File: src/rtl/wsreg_pkg.sv
// Shared command codes and sequencer states for the workspace register
// front end. Assumes a 3-bit command field.
package wsreg_pkg;
    typedef enum logic [2:0] {
        OP_NONE  = 3'd0,
        OP_CTX   = 3'd1,
        OP_RET   = 3'd2,
        OP_LINK  = 3'd3,
        OP_ADD   = 3'd4,
        OP_SUB   = 3'd5
    } ws_op_e;

    typedef enum logic [3:0] {
        S_IDLE, S_VEC0, S_VEC1, S_SAV0, S_SAV1, S_SAV2,
        S_RET0, S_RET1, S_RET2, S_RET3, S_LINK, S_ADJ
    } ws_state_e;
endpackage

File: src/rtl/wsreg_ram.sv
// Single-port synchronous RAM, one access per cycle, registered read data.
// Assumes the caller never needs read and write of the same word in one cycle.
module wsreg_ram #(
    parameter int DATA_W = 16,
    parameter int DEPTH  = 256,
    localparam int AW    = $clog2(DEPTH)
) (
    input  logic              clk,
    input  logic              en,
    input  logic              we,
    input  logic [AW-1:0]     addr,
    input  logic [DATA_W-1:0] wdata,
    output logic [DATA_W-1:0] q
);
    logic [DATA_W-1:0] mem [DEPTH];

    // Purpose: perform the single access of this cycle.
    always_ff @(posedge clk) begin
        if (en) begin
            if (we) mem[addr] <= wdata;
            else    q <= mem[addr];
        end
    end
endmodule

File: src/rtl/wsreg_seq.sv
// Command sequencer: owns the workspace pointer, program counter and status,
// and drives the RAM for context call/return, plain call and pointer adjust.
// Assumes the RAM returns read data one cycle after the address and that the
// top gives this block the RAM port whenever busy is high.
module wsreg_seq
    import wsreg_pkg::*;
#(
    parameter int DATA_W = 16,
    parameter int NREG   = 16,
    parameter int ADDR_W = 9
) (
    input  logic              clk,
    input  logic              rst_n,
    input  logic              cmd_valid,
    input  logic [2:0]        cmd_op,
    input  logic [DATA_W-1:0] cmd_arg,
    input  logic [DATA_W-1:0] ram_q,
    output logic              seq_en,
    output logic              seq_we,
    output logic [ADDR_W-1:0] seq_addr,
    output logic [DATA_W-1:0] seq_wdata,
    output logic              busy,
    output logic              done,
    output logic [ADDR_W-1:0] wp,
    output logic [DATA_W-1:0] pc,
    output logic [DATA_W-1:0] st
);
    localparam int SAVE_WP = NREG - 3;
    localparam int SAVE_PC = NREG - 2;
    localparam int SAVE_ST = NREG - 1;
    localparam int LINK_R  = NREG - 5;

    ws_state_e         state;
    logic [ADDR_W-1:0] wp_q, nwp_q, vec_q;
    logic [DATA_W-1:0] pc_q, st_q, npc_q, arg_q;
    logic              sub_q;

    function automatic logic [ADDR_W-1:0] reg_at(input logic [ADDR_W-1:0] base, input int idx);
        return base + ADDR_W'(2 * idx);
    endfunction

    function automatic logic [ADDR_W-1:0] even(input logic [ADDR_W-1:0] a);
        return {a[ADDR_W-1:1], 1'b0};
    endfunction

    // Purpose: advance the command state machine and update architectural state.
    always_ff @(posedge clk) begin
        if (!rst_n) begin
            state <= S_IDLE;
            wp_q  <= '0;
            pc_q  <= '0;
            st_q  <= '0;
            nwp_q <= '0;
            npc_q <= '0;
            vec_q <= '0;
            arg_q <= '0;
            sub_q <= 1'b0;
        end else begin
            case (state)
                S_IDLE: if (cmd_valid) begin
                    vec_q <= even(cmd_arg[ADDR_W-1:0]);
                    arg_q <= cmd_arg;
                    sub_q <= (cmd_op == OP_SUB);
                    case (cmd_op)
                        OP_CTX:         state <= S_VEC0;
                        OP_RET:         state <= S_RET0;
                        OP_LINK:        state <= S_LINK;
                        OP_ADD, OP_SUB: state <= S_ADJ;
                        default:        state <= S_IDLE;
                    endcase
                end
                S_VEC0: state <= S_VEC1;
                S_VEC1: begin
                    nwp_q <= even(ram_q[ADDR_W-1:0]);
                    state <= S_SAV0;
                end
                S_SAV0: begin
                    npc_q <= ram_q;
                    state <= S_SAV1;
                end
                S_SAV1: state <= S_SAV2;
                S_SAV2: begin
                    wp_q  <= nwp_q;
                    pc_q  <= npc_q;
                    state <= S_IDLE;
                end
                S_RET0: state <= S_RET1;
                S_RET1: begin
                    nwp_q <= even(ram_q[ADDR_W-1:0]);
                    state <= S_RET2;
                end
                S_RET2: begin
                    npc_q <= ram_q;
                    state <= S_RET3;
                end
                S_RET3: begin
                    wp_q  <= nwp_q;
                    pc_q  <= npc_q;
                    st_q  <= ram_q;
                    state <= S_IDLE;
                end
                S_LINK: begin
                    pc_q  <= arg_q;
                    state <= S_IDLE;
                end
                S_ADJ: begin
                    wp_q  <= even(sub_q ? wp_q - arg_q[ADDR_W-1:0] : wp_q + arg_q[ADDR_W-1:0]);
                    state <= S_IDLE;
                end
                default: state <= S_IDLE;
            endcase
        end
    end

    // Purpose: drive the RAM port and handshake outputs from the current state.
    always_comb begin
        seq_en    = 1'b0;
        seq_we    = 1'b0;
        seq_addr  = '0;
        seq_wdata = '0;
        case (state)
            S_VEC0: begin seq_en = 1'b1; seq_addr = vec_q; end
            S_VEC1: begin seq_en = 1'b1; seq_addr = vec_q + ADDR_W'(2); end
            S_SAV0: begin seq_en = 1'b1; seq_we = 1'b1;
                          seq_addr = reg_at(nwp_q, SAVE_WP); seq_wdata = DATA_W'(wp_q); end
            S_SAV1: begin seq_en = 1'b1; seq_we = 1'b1;
                          seq_addr = reg_at(nwp_q, SAVE_PC); seq_wdata = pc_q; end
            S_SAV2: begin seq_en = 1'b1; seq_we = 1'b1;
                          seq_addr = reg_at(nwp_q, SAVE_ST); seq_wdata = st_q; end
            S_RET0: begin seq_en = 1'b1; seq_addr = reg_at(wp_q, SAVE_WP); end
            S_RET1: begin seq_en = 1'b1; seq_addr = reg_at(wp_q, SAVE_PC); end
            S_RET2: begin seq_en = 1'b1; seq_addr = reg_at(wp_q, SAVE_ST); end
            S_LINK: begin seq_en = 1'b1; seq_we = 1'b1;
                          seq_addr = reg_at(wp_q, LINK_R); seq_wdata = pc_q; end
            default: ;
        endcase
    end

    assign busy = (state != S_IDLE);
    assign done = (state == S_SAV2) || (state == S_RET3) || (state == S_LINK) || (state == S_ADJ);
    assign wp   = wp_q;
    assign pc   = pc_q;
    assign st   = st_q;

    // the vector second word is read right after the first, two bytes on
    a_r4_vector_pair: assert property (@(posedge clk) disable iff (!rst_n)
        (state == S_VEC0) |=> (state == S_VEC1 && seq_addr == $past(seq_addr) + ADDR_W'(2)));
    // a plain call never moves the workspace pointer
    a_r6_link_keeps_wp: assert property (@(posedge clk) disable iff (!rst_n)
        (state == S_LINK) |=> $stable(wp_q));
    // the pointer stays even
    a_r7_wp_even: assert property (@(posedge clk) disable iff (!rst_n)
        wp_q[0] == 1'b0);
    // a return reads its three save slots in ascending order
    a_r8_ret_order: assert property (@(posedge clk) disable iff (!rst_n)
        (state == S_RET0) |=> (seq_addr == $past(seq_addr) + ADDR_W'(2) && !seq_we));
endmodule

File: src/rtl/wsreg_frontend.sv
// Workspace register front end: maps register numbers onto a RAM window at
// the workspace pointer and shares the single RAM port between datapath
// register accesses and the command sequencer. Assumes requesters hold
// rd_req / wr_req until the matching grant is seen.
module wsreg_frontend
    import wsreg_pkg::*;
#(
    parameter int DATA_W = 16,
    parameter int NREG   = 16,
    parameter int DEPTH  = 256,
    localparam int IDX_W  = $clog2(NREG),
    localparam int ADDR_W = $clog2(DEPTH) + 1
) (
    input  logic              clk,
    input  logic              rst_n,
    input  logic              cmd_valid,
    input  logic [2:0]        cmd_op,
    input  logic [DATA_W-1:0] cmd_arg,
    output logic              busy,
    output logic              done,
    input  logic              rd_req,
    input  logic [IDX_W-1:0]  rd_idx,
    output logic              rd_gnt,
    output logic              rd_valid,
    output logic [DATA_W-1:0] rd_data,
    input  logic              wr_req,
    input  logic [IDX_W-1:0]  wr_idx,
    input  logic [DATA_W-1:0] wr_data,
    output logic              wr_gnt,
    output logic [ADDR_W-1:0] wp,
    output logic [DATA_W-1:0] pc,
    output logic [DATA_W-1:0] st
);
    logic              seq_en, seq_we, ram_en, ram_we;
    logic [ADDR_W-1:0] seq_addr, ram_baddr;
    logic [DATA_W-1:0] seq_wdata, ram_wdata, ram_q;
    logic              rd_valid_q;

    wsreg_seq #(.DATA_W(DATA_W), .NREG(NREG), .ADDR_W(ADDR_W)) u_seq (
        .clk(clk), .rst_n(rst_n), .cmd_valid(cmd_valid), .cmd_op(cmd_op),
        .cmd_arg(cmd_arg), .ram_q(ram_q), .seq_en(seq_en), .seq_we(seq_we),
        .seq_addr(seq_addr), .seq_wdata(seq_wdata), .busy(busy), .done(done),
        .wp(wp), .pc(pc), .st(st)
    );

    // Purpose: grant a datapath access only when neither a sequence nor a new command owns the port.
    always_comb begin
        wr_gnt = wr_req && !busy && !cmd_valid;
        rd_gnt = rd_req && !busy && !cmd_valid && !wr_req;
    end

    // Purpose: select the RAM port owner and form the byte address.
    always_comb begin
        ram_en    = seq_en || wr_gnt || rd_gnt;
        ram_we    = seq_en ? seq_we : wr_gnt;
        ram_wdata = seq_en ? seq_wdata : wr_data;
        if (seq_en)      ram_baddr = seq_addr;
        else if (wr_gnt) ram_baddr = wp + ADDR_W'({wr_idx, 1'b0});
        else             ram_baddr = wp + ADDR_W'({rd_idx, 1'b0});
    end

    wsreg_ram #(.DATA_W(DATA_W), .DEPTH(DEPTH)) u_ram (
        .clk(clk), .en(ram_en), .we(ram_we), .addr(ram_baddr[ADDR_W-1:1]),
        .wdata(ram_wdata), .q(ram_q)
    );

    // Purpose: flag read data one cycle after its grant.
    always_ff @(posedge clk) begin
        if (!rst_n) rd_valid_q <= 1'b0;
        else        rd_valid_q <= rd_gnt;
    end

    assign rd_valid = rd_valid_q;
    assign rd_data  = ram_q;

    // no register grant while a sequence runs
    a_r9_no_grant_busy: assert property (@(posedge clk) disable iff (!rst_n)
        (rd_gnt || wr_gnt) |-> !busy);
    // done only ever falls inside a busy window
    a_r9_done_in_busy: assert property (@(posedge clk) disable iff (!rst_n)
        done |-> busy);
    // one RAM user per cycle
    a_r10_one_access: assert property (@(posedge clk) disable iff (!rst_n)
        $onehot0({seq_en, rd_gnt, wr_gnt}));
    // valid read data follows a read grant
    a_r3_valid_after_gnt: assert property (@(posedge clk) disable iff (!rst_n)
        rd_gnt |=> rd_valid);
endmodule

File: config.mk
export PLATFORM = sky130hd
export DESIGN_NAME = wsreg_frontend
export DESIGN_NICKNAME = d
export VERILOG_FILES = /design/src/rtl/wsreg_pkg.sv /design/src/rtl/wsreg_ram.sv /design/src/rtl/wsreg_seq.sv /design/src/rtl/wsreg_frontend.sv
export SDC_FILE = /design/constraint.sdc
export NUM_CORES = 2
export LEC_CHECK = 0
export ABC_AREA = 0
export BUFFER_PORTS_ARGS = -buffer_cell sky130_fd_sc_hd__buf_4
export CAP_MARGIN = 5
export CORE_UTILIZATION = 30
export DETAILED_ROUTE_END_ITERATION = 12
export MAX_ROUTING_LAYER = met4
export PLACE_DENSITY = 0.56
export SLEW_MARGIN = 0
export SYNTH_ARGS = -nofsm -noshare
export SYNTH_HDL_FRONTEND = slang
export SYNTH_SLANG_ARGS = --single-unit
export TNS_END_PERCENT = 20
File: constraint.sdc
create_clock -name clk -period 6.52 [get_ports clk]
set_clock_uncertainty 0.1 [all_clocks]
set_input_delay 0.978 -clock clk [delete_from_list [all_inputs] [get_ports clk]]
set_output_delay 0.978 -clock clk [all_outputs]
set_load 0.03 [all_outputs]
==> reports/metrics.yaml <==
floorplan:
  core-area_sq_mm: 0.554
  initial_core_util: 0.302
  die_width_um: 749
  ioPinCount: 110
  total_die_area_sq_mm: 0.561
  die-height_um: 749
  rows: 273
sta:
  finalHoldWorstSlack_ps: 167
  setup_tns_ps: 0
  final-setup-viol-count: 0
  worst-slew-pin-transition_ps: 1350
  timing_hold_violations_final: 0
  grt_setup_unrepaired: "no"
  max-slew-margin-rel: 0.0980
  final-max-slew-violation-count: 0
  fmax_achieved_ghz: 0.158
  layout_min_cycle_time_ps: 6320
  finalCritPeriodShare: 0.969
min_path:
  min_delay_path_depth: 3
  hold_start: "cmd_arg[2]"
  worst_hold_path_type: "in -> reg"
  timing.hold.worst_endpoint: "u_seq.arg_q[2]"
yosys:
  synth.largest_area_cell: "edfxtp_1"
  ys_ff_latch: 4198
  most_used_standard_cells_in_the_synthesized_netlist: "edfxtp_1, nand2_1, nand3_1, nor2_1, buf_2"
  netlist_instances: 11800
  synth-edff-count: 4112
  synth.net_count: 11900
  synthFlopType: "edfxtp_1"
  synth.top_cell.area_share: 0.738
  synth_warnings: 0
  proportion_of_synthesized_chip_area_in_sequential_cells: 0.748
  synthMostInstantiatedCell: "edfxtp_1"
  yosys-top-cells-area: "edfxtp_1, nand2_1, nand3_1"
  syn_avg_cell_area_sq_um: 14.1
  async_reset_ff_frac: 0
  synth_area_sq_mm: 0.167
  synth.distinct_cells: 87
finish:
  area_growth_pct: 19.9
  multi_input_area_sq_mm: 0.0388
  seqCellArea_sq_mm: 0.125
  drive_above_1_share: 0.169
  number_of_standard_cells_in_the_final_layout_excluding_fillers: 20600
  nNetsFinal: 12900
  filler_cell_count: 52600
  stdcell_area_sq_mm: 0.201
place:
  hpwlAfterDp_mm: 353
  port_buffers: 108
  place.gp.congestion: 0.903
  place.detailed.instances: 19800
  place_area_sq_mm: 0.187
worst_setup_path:
  peak_fanout_along_the_critical_path: 34
  criticalPathCategory: "reg -> reg"
  timing.critical_path.cells: "buf_4 > nor2_1 > nand2_1 > or2_2 > ha_1 > a211oi_1 > nor3_1 > o31a_1 > a2111oi_0 > a32oi_4 > buf_4 > nand4_1 > buf_4 > buf_4 > a211oi_4 > or3_1 > nor4_4 > nand4_1"
  setup.worst_path.start_class: "flop"
  reg2regPathDepth: 18
  critPathCaptureType: "flop"
  cp_slowest_cell: "nor4_4"
  crit_path_top_cell_by_count: "buf_4"
  worst_path_largest_cell_delay_ps: 620
  reg2reg_from: "u_seq.state[2]"
  worst_ep_arrival_time_ps: 6940
  worstReg2RegEnd: "u_ram.q[3]"
  reg2reg_slack_ps: 200
  required_ps: 7140
drt:
  drt_wl_total_mm: 557
  detail_route.wl_per_cell_um: 27.0
  via_count: 109000
  route.detailed.vias_per_inst: 5.28
  drcViolationCount: 0
  postRouteAntennaNets: 0
  firstDrtPassIters: 7
  drt-initial-drc-count: 15900
grt:
  grt_max_degree: 155
  first_global_vias: 102000
  gr-usage-all-layers: 0.197
  globalRoute.totalOverflow: 0
  grt_antenna_before_repair: 37
  grt_first_pass_wirelength_mm: 782
pwr:
  leak_pwr_nw: 68.0
  vdd_ir_drop_max_v: 0.000329
  pwr_density_cell_mw_per_mm2: 464
clocking:
  cts_post_setup_buffers_inserted: 0
  clk_path_buf_depth: 4
  tritoncts: "yes"
  cts.hold.buffers_added: 0
  inserted_clock_buffers: 438
  insertion_delay_ps: 1030
  cts_max_level: 5
  clockRootBuffer: "clkbuf_16"
  clk_pin_slew_ps: 60
  clock_sinks: 4198
run:
  max-cap-violations: 0
run_status:
  outcome: "complete, no violations"
==> cells by family after synthesis <==
kind of cell,after synthesis,share of synthesized area
AO/OA/AOI/OAI,1259,0.0542
XOR/XNOR,36,0.00188
adder cells (fa/ha/maj),22,0.00182
buffers and inverters,832,0.0235
flip-flops,4198,0.748
multiplexers,499,0.0416
other,1,0.0000224
AND/OR/NAND/NOR,4981,0.129
==> power by group <==
group	switching, mW	internal, mW
Clock	10.7	13.7
Combinational	24.6	11.5
Sequential	0.445	32.2
Total	35.7	57.4
==> layer usage <==
metal | global-route usage | wire (um) | vias to the layer above
met5 | - | 0 | -
met4 | 0.0662 | 20700 | 0
met3 | 0.0313 | 53500 | 857
met2 | 0.294 | 250000 | 5549
met1 | 0.274 | 233000 | 55900
li1 | - | - | 46700
==> timing repair <==
action	CTS	global route
endpoints found under the hold margin	0	0
resized for setup	1	3
setup endpoints to repair	1	3
pin swaps	0	1
==> cells in the final DEF, fill, tap and decap left out, drive strengths merged, types with 23 or more instances in the layout <==
cell / instances
a22oi: 66
buf: 1348
clkbuf: 552
xnor2: 27
nand3: 1257
nand4: 76
mux2i: 338
and3: 179
a311oi: 73
diode: 23
a31oi: 190
nand2: 2817
nor2b: 34
o211ai: 29
edfxtp: 4112
bufinv: 29
o21ai: 120
nor4: 42
a211oi: 96
inv: 35
o22ai: 35
a21boi: 39
nor2: 445
a21oi: 195
dfxtp: 86
mux4: 157
a32oi: 207
nor3: 45
o211a: 24
a2111oi: 27
clkinv: 201
==> metrics by stage <==
| stage | total power [mW] | setup WS, ps | utilization |
|---|---|---|---|
| 4_1_cts | 92.9 | 23.6 | 0.362 |
| 5_1_grt | 96.0 | 39.5 | 0.362 |
| 3_5_place_dp | 68.7 | -644 | 0.337 |
| 6_report | 93.1 | 199 | 0.362 |
| 3_3_place_gp | 68.6 | -1460 | 0.337 |
| 2_1_floorplan | 51.6 | 616 | - |
==> flip-flops by register name, indices dropped and copies added, names as in the netlist <==
register	count
u_seq.st	16
u_seq.nwp_q	8
u_seq.sub_q	1
u_seq.arg_q	16
u_ram.mem	4096
u_ram.q	16
rd_valid	1
u_seq.npc_q	16
u_seq.state	4
u_seq.wp	8
u_seq.pc	16
==> area by class of cell <==
cell class	count	area share
Timing Repair Buffer	1348	0.0665
Inverter	25	0.000767
Clock buffer	552	0.0575
Multi-Input combinational cell	6798	0.193
Antenna cell	23	0.000287
Tap cell	7425	0.0463
Clock inverter	251	0.0112
Sequential cell	4198	0.624
==> worst max path at each step <==
stage,startpoint,endpoint,slack [ps],depth (start not counted)
global placement,cmd_valid,u_ram.q[9],-1460,20
global route,u_seq.state[3],u_ram.q[7],40,19
finish,u_seq.state[2],u_ram.q[3],200,18
floorplan,cmd_valid,u_ram.mem[144][0],620,17
detailed placement,cmd_valid,u_ram.q[9],-640,21
CTS,u_seq.state[3],u_ram.q[9],20,20
==> worst max-delay path, delay by kind of cell (launching register included) <==
kind            cells  cell delay (ps)
compound gates      5             1890
fa+ha+maj           1              350
buf+inv             4             1140
flops               1              310
simple gates        8             2240
(Power assumes the default switching activity.)
